===== config.mk =====
export PLATFORM = sky130hd
export DESIGN_NAME = lbus_irq_ctrl
export DESIGN_NICKNAME = d
export VERILOG_FILES = /design/src/rtl/lbic_pkg.sv /design/src/rtl/lbic_rst_sync.sv /design/src/rtl/lbic_src_capture.sv /design/src/rtl/lbic_mask_reg.sv /design/src/rtl/lbic_lowest_enc.sv /design/src/rtl/lbus_irq_ctrl.sv
export SDC_FILE = /design/constraint.sdc
export NUM_CORES = 1
export LEC_CHECK = 0
export BUFFER_PORTS_ARGS = -buffer_cell sky130_fd_sc_hd__buf_2
export CORE_MARGIN = 2
export CORE_UTILIZATION = 47
export CTS_BUF_LIST = sky130_fd_sc_hd__clkbuf_4
export DETAILED_ROUTE_END_ITERATION = 8
export PLACE_DENSITY = 0.78
export SYNTH_ARGS = -nofsm -noshare
export SYNTH_HDL_FRONTEND = slang
export SYNTH_SLANG_ARGS = --single-unit

===== constraint.sdc =====
create_clock -name clk -period 1.4 [get_ports clk]
set_input_delay 0.21 -clock clk [delete_from_list [all_inputs] [get_ports clk]]
set_output_delay 0.21 -clock clk [all_outputs]
set_load 0.05 [all_outputs]

===== src/rtl/lbic_pkg.sv =====
package lbic_pkg;
  // Byte offsets of the register port. Software depends on these.
  localparam logic [3:0] OFS_VECTOR = 4'h0;
  localparam logic [3:0] OFS_ENABLE = 4'h2;

  typedef enum logic [1:0] {
    SEL_VECTOR = 2'd0,
    SEL_ENABLE = 2'd1,
    SEL_NONE   = 2'd2
  } reg_sel_e;
endpackage


===== src/rtl/lbic_rst_sync.sv =====
module lbic_rst_sync (
  input  logic clk,
  input  logic rst_n,
  output logic rst_sync_n
);
  logic [1:0] stage_q;

  always_ff @(posedge clk or negedge rst_n) begin
    if (!rst_n) stage_q <= 2'b00;
    else        stage_q <= {stage_q[0], 1'b1};
  end

  assign rst_sync_n = stage_q[1];
endmodule


===== src/rtl/lbic_src_capture.sv =====
module lbic_src_capture #(
  parameter int unsigned N_SRC = 16
) (
  input  logic             clk,
  input  logic             rst_n,
  input  logic [N_SRC-1:0] lvl_i,
  output logic [N_SRC-1:0] src_q_o
);
  logic [N_SRC-1:0] src_d, src_q;

  always_comb src_d = lvl_i;

  always_ff @(posedge clk or negedge rst_n) begin
    if (!rst_n) src_q <= '0;
    else        src_q <= src_d;
  end

  assign src_q_o = src_q;


  src_follow_chk: assert property (@(posedge clk) disable iff (!rst_n)
    1'b1 |=> (src_q == $past(lvl_i)));
endmodule


===== src/rtl/lbic_mask_reg.sv =====
module lbic_mask_reg
  import lbic_pkg::*;
#(
  parameter int unsigned N_SRC    = 16,
  parameter int unsigned ADDR_W   = 4,
  parameter logic [N_SRC-1:0] MASK_RST = 16'h0010
) (
  input  logic              clk,
  input  logic              rst_n,
  input  logic [ADDR_W-1:0] addr_i,
  input  logic              we_i,
  input  logic [N_SRC-1:0]  wdata_i,
  output reg_sel_e          sel_o,
  output logic [N_SRC-1:0]  mask_q_o,
  output logic [N_SRC-1:0]  mask_d_o
);
  reg_sel_e         sel;
  logic             mask_en;
  logic [N_SRC-1:0] mask_d, mask_q;

  always_comb begin
    if (addr_i == ADDR_W'(OFS_VECTOR))      sel = SEL_VECTOR;
    else if (addr_i == ADDR_W'(OFS_ENABLE)) sel = SEL_ENABLE;
    else                                    sel = SEL_NONE;
  end

  always_comb begin
    mask_en = we_i && (sel == SEL_ENABLE);
    mask_d  = mask_en ? wdata_i : mask_q;
  end

  always_ff @(posedge clk or negedge rst_n) begin
    if (!rst_n)       mask_q <= MASK_RST;
    else if (mask_en) mask_q <= mask_d;
  end

  assign sel_o    = sel;
  assign mask_q_o = mask_q;
  assign mask_d_o = mask_d;


  mask_hold_chk: assert property (@(posedge clk) disable iff (!rst_n)
    !(we_i && addr_i == ADDR_W'(OFS_ENABLE)) |=> $stable(mask_q));


  mask_load_chk: assert property (@(posedge clk) disable iff (!rst_n)
    (we_i && addr_i == ADDR_W'(OFS_ENABLE)) |=> (mask_q == $past(wdata_i)));
endmodule


===== src/rtl/lbic_lowest_enc.sv =====
module lbic_lowest_enc #(
  parameter int unsigned N_SRC = 16,
  parameter int unsigned VEC_W = 16
) (
  input  logic [N_SRC-1:0] pend_i,
  output logic [VEC_W-1:0] vec_o
);
  always_comb begin
    vec_o = '0;
    // Scan down so the lowest set bit is the last one assigned.
    for (int i = N_SRC - 1; i >= 0; i--) begin
      if (pend_i[i]) vec_o = VEC_W'((i + 1) << 2);
    end
  end
endmodule


===== src/rtl/lbus_irq_ctrl.sv =====
module lbus_irq_ctrl
  import lbic_pkg::*;
#(
  parameter int unsigned N_SRC  = 16,
  parameter int unsigned ADDR_W = 4,
  parameter logic [N_SRC-1:0] MASK_RST = 16'h0010
) (
  input  logic              clk,
  input  logic              rst_n,
  input  logic [N_SRC-1:0]  irq_lvl_i,
  input  logic [ADDR_W-1:0] reg_addr_i,
  input  logic              reg_we_i,
  input  logic [N_SRC-1:0]  reg_wdata_i,
  output logic [N_SRC-1:0]  reg_rdata_o,
  output logic              irq_o
);
  localparam int unsigned VEC_W = N_SRC;

  logic             rst_sync_n;
  logic [N_SRC-1:0] src_q, mask_q, mask_d, pend;
  logic [VEC_W-1:0] vec;
  reg_sel_e         sel;
  logic             irq_d, irq_q;

  lbic_rst_sync u_rst (
    .clk        (clk),
    .rst_n      (rst_n),
    .rst_sync_n (rst_sync_n)
  );

  lbic_src_capture #(.N_SRC(N_SRC)) u_src (
    .clk     (clk),
    .rst_n   (rst_sync_n),
    .lvl_i   (irq_lvl_i),
    .src_q_o (src_q)
  );

  lbic_mask_reg #(.N_SRC(N_SRC), .ADDR_W(ADDR_W), .MASK_RST(MASK_RST)) u_mask (
    .clk      (clk),
    .rst_n    (rst_sync_n),
    .addr_i   (reg_addr_i),
    .we_i     (reg_we_i),
    .wdata_i  (reg_wdata_i),
    .sel_o    (sel),
    .mask_q_o (mask_q),
    .mask_d_o (mask_d)
  );

  assign pend = src_q & mask_q;

  lbic_lowest_enc #(.N_SRC(N_SRC), .VEC_W(VEC_W)) u_enc (
    .pend_i (pend),
    .vec_o  (vec)
  );

  // Request follows the values the source and mask registers take on this edge.
  always_comb irq_d = |(irq_lvl_i & mask_d);

  always_ff @(posedge clk or negedge rst_sync_n) begin
    if (!rst_sync_n) irq_q <= 1'b0;
    else             irq_q <= irq_d;
  end

  always_comb begin
    unique case (sel)
      SEL_VECTOR: reg_rdata_o = vec;
      SEL_ENABLE: reg_rdata_o = mask_q;
      default:    reg_rdata_o = '0;
    endcase
  end

  assign irq_o = irq_q;


  irq_match_chk: assert property (@(posedge clk) disable iff (!rst_sync_n)
    irq_o == (pend != '0));


  vec_zero_chk: assert property (@(posedge clk) disable iff (!rst_sync_n)
    (pend == '0) |-> (vec == '0));


  vec_code_chk: assert property (@(posedge clk) disable iff (!rst_sync_n)
    (pend != '0) |-> (vec != '0 && vec[1:0] == 2'b00));
endmodule


* Word-level counts from Yosys, hierarchy flattened
Index checks and enable logic that the tools add are counted.
** Cells by class
- Equal/unequal tests :: 2
- Mux-type cells :: 20
- Bitwise gates (word level) :: 2
- Reductions and logical operators :: 4
** Operators with widths (number)
- $mux W7 :: 16
- $and A16 B16 Y16 :: 2
- $pmux W16 S2 :: 1
- $mux W16 :: 1
- $reduce_or A16 Y1 :: 1
- $eq A4 B2 Y1 const B :: 1
- $logic_not A4 Y1 :: 1
- $mux W2 :: 2
- $eq A2 B1 Y1 const B :: 1
- $logic_not A2 Y1 :: 1
- $logic_and A1 B1 Y1 :: 1
** Storage, ports and cells
- Register bits after elaboration :: 35
- Output and inout port bits :: 17
- Word-level logic and storage cells :: 32

* Depth between registers and ports, before layout
Gate-level depths: netlist of run 1.
- Word-level depth :: 18
- Depth in mapped cells :: 7
- Depth with buffers taken out :: 5

* Hierarchy
A second synthesis of run 1 with hierarchy kept.
** Second synthesis, totals
- Cells, all modules :: 180
- Area total of the unflattened synthesis :: 2168.3 µm²
** Modules (own cells, without submodules)
- lbic_mask_reg :: instances 1, cells each 56, area an instance 973.4 µm²
- lbus_irq_ctrl :: instances 1, cells each 62, area an instance 488.0 µm²
- lbic_src_capture :: instances 1, cells each 16, area an instance 400.4 µm²
- lbic_lowest_enc :: instances 1, cells each 43, area an instance 252.7 µm²
- lbic_rst_sync :: instances 1, cells each 3, area an instance 53.8 µm²

* Worst setup path before layout of run 1
Ideal clock, no wire load.
- Path type :: register to output
- Start point :: register u_mask.mask_q[7] (netlist: u_mask.mask_q_o[7])
- End point :: output reg_rdata_o[6]
- Arrival time :: 2.479 ns
- Required time :: 1.190 ns
- Slack :: -1.289 ns
- Cell stages (with the launch flop) :: 6
- Cells stage by stage :: dfrtp_1 -> nand2_1 -> and2_1 -> and3_1 -> nand3_1 -> o41ai_1
** On the way
- Word-level cells in the longest chain between the ends :: 10
** RTL lines
- start: declaration :: RTL line lbic_mask_reg.sv:19 : logic [N_SRC-1:0] mask_d, mask_q;
- start signal: assignment :: RTL line lbic_mask_reg.sv:34 : else if (mask_en) mask_q <= mask_d;
- $and A16 B16 Y16 :: RTL line lbus_irq_ctrl.sv:49 : assign pend = src_q & mask_q;
- $mux W7 (8 in series) :: RTL line lbic_lowest_enc.sv:12 : if (pend_i[i]) vec_o = VEC_W'((i + 1) << 2);
- $pmux W16 S2 :: RTL line lbus_irq_ctrl.sv:65 : unique case (sel)
- end: declaration :: RTL line lbus_irq_ctrl.sv:14 : output logic [N_SRC-1:0] reg_rdata_o,
No other way between the ends.

* Worst setup path after layout of run 1
- Start point :: register u_src.src_q[9] (netlist: u_src.src_q_o[9])
- End point :: output reg_rdata_o[6]
** On the way
- Word-level cells in the longest chain between the ends :: 12
** RTL lines
- start: declaration :: RTL line lbic_src_capture.sv:9 : logic [N_SRC-1:0] src_d, src_q;
- start signal: assignment :: RTL line lbic_src_capture.sv:15 : else src_q <= src_d;
- $and A16 B16 Y16 :: RTL line lbus_irq_ctrl.sv:49
- $mux W7 (10 in series) :: RTL line lbic_lowest_enc.sv:12
- $pmux W16 S2 :: RTL line lbus_irq_ctrl.sv:65
No other way between the ends.

==> impl_metrics.json, run 1 <==
{
  "status": "finished with violations",
  "violations": "setup timing",
  "placementRows": 22,
  "syn-num-nets": 201,
  "placed_area_um2": 2440,
  "clockBufferDepth": 2,
  "gr-total-overflow": 0,
  "drc_errors": 0,
  "viasPerCell": 5.57,
  "dp_hpwl_mm": 3.49,
  "io_buffer_count": 55,
  "design.portCount": 56,
  "vias": 1827,
  "startpoint_type": "flop",
  "regToRegSetupSlack_ns": -0.10,
  "cts_tree": "built",
  "fin_crit_ns": 2.01,
  "synth_top_area_share": 0.491,
  "netlist_area_um2": 1730,
  "stdcell_count": 328,
  "finalHoldViolations": 0,
  "synth_seq_area_share": 0.506,
  "hold_path_class": "in -> reg",
  "min_path_cells": 2,
  "whs_ns": 0.0778,
  "hold_start": "reg_wdata_i[0]",
  "r2r-end": "irq_o$_DFF_PN0_",
  "cts_buffers": 5,
  "synth_cells": 162,
  "min_to": "u_mask.mask_q_o[0]$_DFFE_PN0P_",
  "drt_iter0_markers": 118,
  "dieArea_um2": 4190,
  "yosysWarnings": 0,
  "r2r_cells": 4,
  "worstPathRequired_ns": 1.19,
  "power.total_mw": 3.35,
  "core_um2": 3610,
  "grt_pass1_vias": 1799,
  "clock_sinks": 35,
  "fin_skew_ns": 0.0183,
  "irDropWorstVdd_mv": 0.735,
  "postLayoutCellArea_um2": 3100,
  "synth_cell_type_count": 30,
  "worstPathArrival_ns": 1.80,
  "dpl.cell_count": 298,
  "drv_cap": 0,
  "drt-pass1-iter-count": 5,
  "min_period_over_period": 1.44,
  "drtAntennaViolNets": 0,
  "grt_setup_unrepaired": "true",
  "clock.fmax_ghz": 0.497,
  "endpoint_kind": "output pin",
  "synth_seq_cells": 35,
  "crit_type": "reg -> out",
  "r2r_start": "u_mask.mask_q_o[7]$_DFFE_PN0P_",
  "n_antenna_cell": 0,
  "wl_mm": 6.32,
  "initial_core_util": 0.481,
  "critPathMaxFanout": 2,
  "synth_area_per_cell_um2": 10.7,
  "grt_use_total": 0.284,
  "gp_congestion": 0.843,
  "setup_viol": 13,
  "drive_above_1_share": 0.550,
  "power_density_nw_per_um2": 1080,
  "cts_max_level": 2,
  "final_nets": 318,
  "synth_top_area_cell": "dfrtp_1",
  "die_width_um": 64.7,
  "die_y_um": 64.7,
  "grt_pass1_wl_mm": 8.67,
  "pre_cts_slack_ns": -0.420,
  "grt_max_degree": 26,
  "p_leak_nw": 1.44,
  "clockRootBuffer": "clkbuf_4",
  "slew_viol_final": 0,
  "clk_latency_ns": 0.36,
  "antenna_found_initial": 0,
  "area_growth_pct": 78.8,
  "wire_per_inst_um": 19.3,
  "finalWorstSetupSlack_ns": -0.610,
  "synthTopCellsByArea": "dfrtp_1, nand2_1, mux2_1, mux2i_1, and3_1",
  "clkSlewWorstSetupHoldPaths_ns": 0.12
}
[metrics by stage]
step	utilization	setup TNS (ns)
5_1_grt	0.860	-3.95
3_5_place_dp	0.678	-3.54
4_1_cts	0.808	-2.84
3_3_place_gp	0.678	-2.92
6_report	0.860	-3.29
2_1_floorplan	-	-1.10
[cell families (layout without fill, tap and decap cells)]
family / count (synthesis) / in the layout / share of synthesized area
compound gates: 21 / 21 / 0.0916
buf+inv: 5 / 122 / 0.0274
flops: 35 / 35 / 0.506
mux: 28 / 28 / 0.173
other cells: 1 / 1 / 0.00216
simple gates: 72 / 73 / 0.200
[sequential cells by signal, indices dropped and copies added (netlist names)]
name	flops
u_mask.mask_q_o	16
u_src.src_q_o	16
u_rst.stage_q	2
irq_o	1
[layout by cell type, fill, tap and decap left out, drive strengths merged, types with 3 or more instances in the layout]
cell type	Yosys	layout
dlygate4sd3	0	17
a2111oi	4	4
and2	5	5
and3	13	14
buf	3	97
mux2	16	16
nand2	44	44
dfrtp	34	34
clkbuf	2	5
nand3	5	5
o21ai	5	5
a22o	3	3
mux2i	12	12
[timing repair]
action                                 CTS  global route
endpoints found under the hold margin   16             2
setup endpoints to repair               16            17
hold buffers                            15             2
cloned                                   1             0
setup buffers                            1             6
resized for setup                       61            38
pin swaps                               10            13
[critical path, cell delays in order (launching register included)]
cell and delay, ns:
dfrtp_1 0.42, nand2_2 0.09, and2_4 0.16, and3_4 0.20, nand3_4 0.10, o41ai_4 0.25
buf_6 0.21
[area by class of cell]
class | count | area [µm²]
flip-flops and latches | 35 | 877
fillers | 181 | 505
clock buffers | 5 | 37.5
multi-input cells | 123 | 1120
repair buffers | 114 | 968
well taps | 48 | 60.1
clock inverters | 3 | 38.8
[synth_stat cells]
cell / n
a2111oi_0: 1
dfrtp_1: 34
and3_4: 1
nor2_1: 2
and3_1: 12
and2_1: 5
nand3_1: 5
a22o_1: 3
nand4_1: 1
mux2i_1: 12
a2111oi_1: 2
clkbuf_1: 2
dfstp_2: 1
o311ai_1: 1
a21oi_1: 2
conb_1: 1
o21ai_0: 5
a2111oi_2: 1
and3b_1: 1
a221oi_1: 1
nand2_1: 44
o41ai_1: 1
buf_2: 1
a31oi_1: 2
mux2_1: 13
buf_8: 1
buf_12: 1
nor3_4: 1
a22oi_1: 2
mux2_2: 3
[power by group]
group / switching, mW / leakage, nW / internal, mW
Sequential: 0.112 / 0.413 / 1.15
Combinational: 0.657 / 0.984 / 0.709
Clock: 0.357 / 0.0426 / 0.367
Total: 1.13 / 1.44 / 2.23
[per-layer routing]
metal  global-route usage  routed length [µm]  vias to the layer above
met5                    0                   0                        -
met4                0.117                 195                        0
met3               0.0677                 342                       22
met2                0.496                3210                       87
met1                0.334                2580                      905
li1                     -                   -                      813
[how the worst max path moves through the flow]
stage                                  to                       startpoint  depth (start not counted)
after global routing       reg_rdata_o[6]  u_mask.mask_q_o[11]$_DFFE_PN0P_                          6
after CTS                  reg_rdata_o[3]      u_src.src_q_o[14]$_DFF_PN0_                          6
final                      reg_rdata_o[6]       u_src.src_q_o[9]$_DFF_PN0_                          6
after detailed placement  irq_o$_DFF_PN0_                    reg_addr_i[2]                          6
after floorplan            reg_rdata_o[6]                    reg_addr_i[2]                          4
after global placement    irq_o$_DFF_PN0_                    reg_addr_i[2]                          6
(Power assumes the default switching activity.)
==> run 2, diff against run 1 <==
--- a/config.mk
+++ b/config.mk
@@ -6,6 +6,7 @@
 export NUM_CORES = 1
 export LEC_CHECK = 0
 export BUFFER_PORTS_ARGS = -buffer_cell sky130_fd_sc_hd__buf_2
+export CORE_ASPECT_RATIO = 0.75
 export CORE_MARGIN = 2
 export CORE_UTILIZATION = 47
 export CTS_BUF_LIST = sky130_fd_sc_hd__clkbuf_4
==> run 2 against run 1 <==
Compared with the run above: the flow still finishes with violations (setup timing); clock-buffer cell count stayed put; worst setup slack lost 0.13 ns; first-iteration DRC count down 28%; critical endpoint is now reg_rdata_o[3]; global-route usage rose by 0.67 points; cell area shrank 1.2%; cell count is 0.91% higher; hold slack got worse by 0.0049 ns; via count down 3.1%; utilization is 0.62 points lower; flip-flop and latch count unchanged; clock power grew 7.5%.
==> impl_metrics.json, run 2 (synthesis results as in run 1) <==
{
  "n_antenna_cell": 0,
  "finalWorstSetupSlack_ns": -0.739,
  "clock_sinks": 35,
  "final_nets": 317,
  "gr-total-overflow": 0,
  "setup_tns_ns": -3.71,
  "placementRows": 19,
  "drv_cap": 0,
  "gp_congestion": 0.815,
  "wire_per_inst_um": 17.5,
  "fin_crit_ns": 2.14,
  "antenna_found_initial": 0,
  "fill_cells": 184,
  "wl_mm": 5.78,
  "slew_viol_final": 0,
  "irDropWorstVdd_mv": 0.875,
  "critPathMaxFanout": 2,
  "drive_above_1_share": 0.541,
  "violations": "setup timing",
  "whs_ns": 0.0728,
  "final_core_utilization": 0.854,
  "dp_hpwl_mm": 3.47,
  "drt-pass1-iter-count": 4,
  "drtAntennaViolNets": 0,
  "power_density_nw_per_um2": 1100,
  "setup_viol": 13,
  "min_path_cells": 2,
  "r2r_cells": 5,
  "startpoint_type": "flop",
  "fin_skew_ns": 0.00476,
  "worstPathArrival_ns": 1.93,
  "vias": 1771,
  "grt_pass1_wl_mm": 8.76,
  "grt_setup_unrepaired": "true",
  "worstPathRequired_ns": 1.19,
  "crit_type": "reg -> out",
  "grt_max_degree": 34,
  "final_common_cell": "buf_2",
  "cts_tree": "built",
  "dpl.cell_count": 298,
  "die_width_um": 74.1,
  "pre_cts_slack_ns": -0.428,
  "clockBufferDepth": 2,
  "clkSlewWorstSetupHoldPaths_ns": 0.12,
  "clockRootBuffer": "clkbuf_4",
  "mostFrequentLayoutCells": "buf_2, nand2_1, dfrtp_1",
  "relSlewSlack": 0.679,
  "area_growth_pct": 76.7,
  "clk_latency_ns": 0.36,
  "placed_area_um2": 2410,
  "design.portCount": 56,
  "seq_area_um2": 877,
  "cts_max_level": 2,
  "grt_pass1_vias": 1818,
  "core_um2": 3590,
  "power.total_mw": 3.38,
  "multi_input_area_um2": 1090,
  "min_period_over_period": 1.53,
  "dieArea_um2": 4200,
  "io_buffer_count": 55,
  "stdcell_count": 331,
  "p_leak_nw": 1.42,
  "hold_path_class": "in -> reg",
  "postLayoutCellArea_um2": 3060,
  "drt_iter0_markers": 85,
  "status": "finished with violations",
  "viasPerCell": 5.35,
  "endpoint_kind": "output pin",
  "clock.fmax_ghz": 0.467,
  "finalHoldViolations": 0,
  "grt_use_total": 0.291,
  "cts_buffers": 5,
  "tightest_slew_ns": 0.468,
  "initial_core_util": 0.483,
  "drc_errors": 0,
  "die_y_um": 56.6
}
## run 2: layout make-up
| type | count | area share |
|---|---|---|
| multi-input combinational | 122 | 0.354 |
| timing repair buffer | 114 | 0.310 |
| clock inverter | 3 | 0.0155 |
| sequential | 35 | 0.286 |
| tap | 52 | 0.0212 |
| clock buffer | 5 | 0.0122 |
## run 2: report_power, final
| part | internal (mW) | switching [mW] | leakage [nW] |
|---|---|---|---|
| registers | 1.15 | 0.112 | 0.413 |
| clock network | 0.385 | 0.393 | 0.0458 |
| logic | 0.710 | 0.628 | 0.964 |
| total | 2.25 | 1.13 | 1.42 |
## run 2: timing repair
item / in CTS / in global routing
buffers inserted: 5 / 7
pin swaps: 9 / 8
hold buffers: 16 / 1
setup endpoints to repair: 17 / 17
gates resized for setup: 69 / 22
endpoints found under the hold margin: 17 / 1
## run 2: final timing paths
kind	from	to	slack, ns
max in group asynchronous	u_rst.stage_q[1]$_DFF_PN0_	u_mask.mask_q_o[4]$_DFFE_PN1P_	0.80
worst min-delay path	reg_wdata_i[2]	u_mask.mask_q_o[2]$_DFFE_PN0P_	0.07
min in group asynchronous	rst_n	u_rst.stage_q[0]$_DFF_PN0_	0.15
worst max register to register	u_mask.mask_q_o[14]$_DFFE_PN0P_	irq_o$_DFF_PN0_	-0.12
worst min register to register	u_rst.stage_q[1]$_DFF_PN0_	u_mask.mask_q_o[15]$_DFFE_PN0P_	0.27
worst max-delay path	u_mask.mask_q_o[14]$_DFFE_PN0P_	reg_rdata_o[3]	-0.74
## run 2: routing by layer
layer | vias to the layer above | share of wire | track usage
li1 | 809 | - | -
met1 | 877 | 0.41 | 0.379
met2 | 75 | 0.50 | 0.463
met3 | 10 | 0.079 | 0.0718
met4 | 0 | 0.013 | 0.117
met5 | - | 0 | 0
## run 2: critical path, stage by stage, from the launching register on
cell and delay, ns:
dfrtp_1 0.44, a22oi_2 0.28, o311ai_2 0.17, a31oi_1 0.22
o21ai_1 0.08, a22o_2 0.23, buf_8 0.15
==> run 3, diff against run 2 <==
--- a/config.mk
+++ b/config.mk
@@ -6,12 +6,14 @@
 export NUM_CORES = 1
 export LEC_CHECK = 0
 export BUFFER_PORTS_ARGS = -buffer_cell sky130_fd_sc_hd__buf_2
+export CELL_PAD_IN_SITES_DETAIL_PLACEMENT = 1
+export CELL_PAD_IN_SITES_GLOBAL_PLACEMENT = 2
 export CORE_ASPECT_RATIO = 0.75
 export CORE_MARGIN = 2
-export CORE_UTILIZATION = 47
+export CORE_UTILIZATION = 29
 export CTS_BUF_LIST = sky130_fd_sc_hd__clkbuf_4
 export DETAILED_ROUTE_END_ITERATION = 8
-export PLACE_DENSITY = 0.78
+export PLACE_DENSITY_LB_ADDON = 0.1
 export SYNTH_ARGS = -nofsm -noshare
 export SYNTH_HDL_FRONTEND = slang
 export SYNTH_SLANG_ARGS = --single-unit
==> run 3 against run 2 <==
Compared with the run above: the flow still finishes with violations (setup timing); power fell by 9.2%; cell area fell by 1.4%; critical path depth did not move; maximum frequency rose by 7.4%; sequential share of layout area rose by 0.40 points; clock-buffer cell count rose by 1; first-iteration DRC count fell by 52%; utilization fell by 33 points; register-to-register slack improved by 0.09 ns; critical path type unchanged; largest power group is now sequential cells.
==> impl_metrics.json, run 3 (synthesis results as in run 1) <==
{
  "drt-pass1-iter-count": 4,
  "crit_type": "reg -> out",
  "clkPwrFrac": 0.193,
  "min_to": "u_mask.mask_q_o[2]$_DFFE_PN0P_",
  "placementRows": 24,
  "clockBufferDepth": 2,
  "final_common_cell": "nand2_1",
  "drv_cap": 0,
  "cp_num_buf_inv": 1,
  "multi_input_area_um2": 1040,
  "min_path_cells": 2,
  "dieArea_um2": 6620,
  "design.portCount": 56,
  "hold_path_class": "in -> reg",
  "area_growth_pct": 74.2,
  "drtAntennaViolNets": 0,
  "clkSlewWorstSetupHoldPaths_ns": 0.12,
  "setup_viol": 9,
  "die_y_um": 71.0,
  "p_leak_nw": 1.38,
  "drive_above_1_share": 0.514,
  "initial_core_util": 0.299,
  "crit_chain": "and2_1 > o311ai_2 > a31oi_1 > o21ai_1 > a22o_2 > buf_8",
  "combPwrFrac": 0.404,
  "cts_buffers": 5,
  "clockRootBuffer": "clkbuf_4",
  "io_buffer_count": 55,
  "worstPathArrival_ns": 1.78,
  "worstPathRequired_ns": 1.19,
  "p_int_mw": 2.02,
  "r2r_start": "u_mask.mask_q_o[5]$_DFFE_PN0P_",
  "n_antenna_cell": 0,
  "vias": 1670,
  "wire_per_inst_um": 16.3,
  "finalWorstSetupSlack_ns": -0.592,
  "setup_tns_ns": -2.85,
  "swShare": 0.340,
  "dp_hpwl_mm": 4.35,
  "grt_use_total": 0.186,
  "r2r_cells": 6,
  "clk_latency_ns": 0.35,
  "violations": "setup timing",
  "relSlewSlack": 0.679,
  "grt_setup_unrepaired": "true",
  "switchingPower_mw": 1.04,
  "endpoint_kind": "output pin",
  "die_width_um": 93.3,
  "core_um2": 5800,
  "hold_start": "reg_wdata_i[2]",
  "fin_crit_ns": 1.99,
  "startpoint_type": "flop",
  "clock_sinks": 35,
  "critPathMaxFanout": 2,
  "cpPeakStageDelay_ns": 0.39,
  "grt_pass1_vias": 1836,
  "final_nets": 316,
  "drt_iter0_markers": 41,
  "critPathTopFamily": "compound AO/OA/AOI/OAI gates",
  "clock.fmax_ghz": 0.502,
  "gr-total-overflow": 0,
  "r2r-end": "irq_o$_DFF_PN0_",
  "cts_max_level": 2,
  "cp_slowest_cell": "dfrtp_1",
  "tightest_slew_ns": 0.468,
  "wl_mm": 5.79,
  "slew_viol_final": 0,
  "gp_congestion": 0.751,
  "drc_errors": 0,
  "antenna_found_initial": 0,
  "fill_cells": 637,
  "status": "finished with violations",
  "fin_skew_ns": 0.00654,
  "cts_tree": "built",
  "power.total_mw": 3.07,
  "pwr-share-seq": 0.403,
  "grt_pass1_wl_mm": 9.30,
  "power_density_nw_per_um2": 1020,
  "irDropWorstVdd_mv": 0.478,
  "mostFrequentLayoutCells": "nand2_1, buf_2, dfrtp_1",
  "grt_max_degree": 34,
  "min_period_over_period": 1.42,
  "seq_area_um2": 877,
  "finalHoldViolations": 0,
  "viasPerCell": 4.69,
  "regToRegSetupSlack_ns": -0.03
}
run 3: cell type report:
cell class / count / share of cell area
Multi-Input combinational cell: 122 / 0.346
Timing Repair Buffer: 113 / 0.313
Sequential cell: 35 / 0.290
Tap cell: 78 / 0.0323
Clock buffer: 6 / 0.0149
Clock inverter: 2 / 0.00414
run 3: worst max-delay path by stage:
stage	from	endpoint	slack, ns	cells past startpoint
3_5_place_dp	reg_addr_i[2]	irq_o$_DFF_PN0_	-0.46	6
5_1_grt	u_mask.mask_q_o[14]$_DFFE_PN0P_	reg_rdata_o[3]	-0.67	6
2_1_floorplan	reg_addr_i[2]	reg_rdata_o[6]	-0.31	4
3_3_place_gp	reg_addr_i[2]	irq_o$_DFF_PN0_	-0.45	7
6_report	u_mask.mask_q_o[11]$_DFFE_PN0P_	reg_rdata_o[3]	-0.59	6
4_1_cts	u_src.src_q_o[14]$_DFF_PN0_	reg_rdata_o[3]	-0.62	6
run 3: timing repair:
item,4_1_cts,5_1_grt
pin swaps,6,3
resized for setup,65,13
hold buffers,15,2
buffers inserted,4,3
setup endpoints to repair,16,17
hold endpoints to repair,16,2
run 3: layer usage:
| layer | vias to the layer above | global-route usage | part of all wire |
|---|---|---|---|
| met1 | 820 | 0.241 | 0.47 |
| met4 | 0 | 0.0588 | 0.013 |
| met5 | - | 0 | 0 |
| li1 | 808 | - | - |
| met3 | 7 | 0.0351 | 0.034 |
| met2 | 35 | 0.315 | 0.49 |
run 3: power by group through the flow:
stage | Clock, mW | Sequential (mW) | Combinational, mW
floorplan | 0 | 1.28 | 0.513
global placement | 0 | 1.24 | 1.01
detailed placement | 0 | 1.25 | 1.04
CTS | 0.606 | 1.24 | 1.20
global route | 0.652 | 1.25 | 1.34
finish | 0.593 | 1.24 | 1.24
run 3: worst register-to-register path, stage by stage, from the launching register on:
cell and delay [ns]:
dfrtp_1 0.40, buf_4 0.14, buf_4 0.13, nand2_1 0.08
mux2i_2 0.11, a2111oi_4 0.32, nand4_1 0.13
run 3: per-stage QoR:
stage	utilization	instances	hold slack, ns	setup WS [ns]	cell area (µm²)
2_1_floorplan	-	162	-0.0856	-0.305	1870
3_3_place_gp	0.430	329	-0.00544	-0.452	2490
3_5_place_dp	0.430	329	-0.00270	-0.460	2490
4_1_cts	0.508	352	0.00488	-0.620	2950
5_1_grt	0.521	356	0.0772	-0.674	3020
6_report	0.521	356	0.0769	-0.592	3020
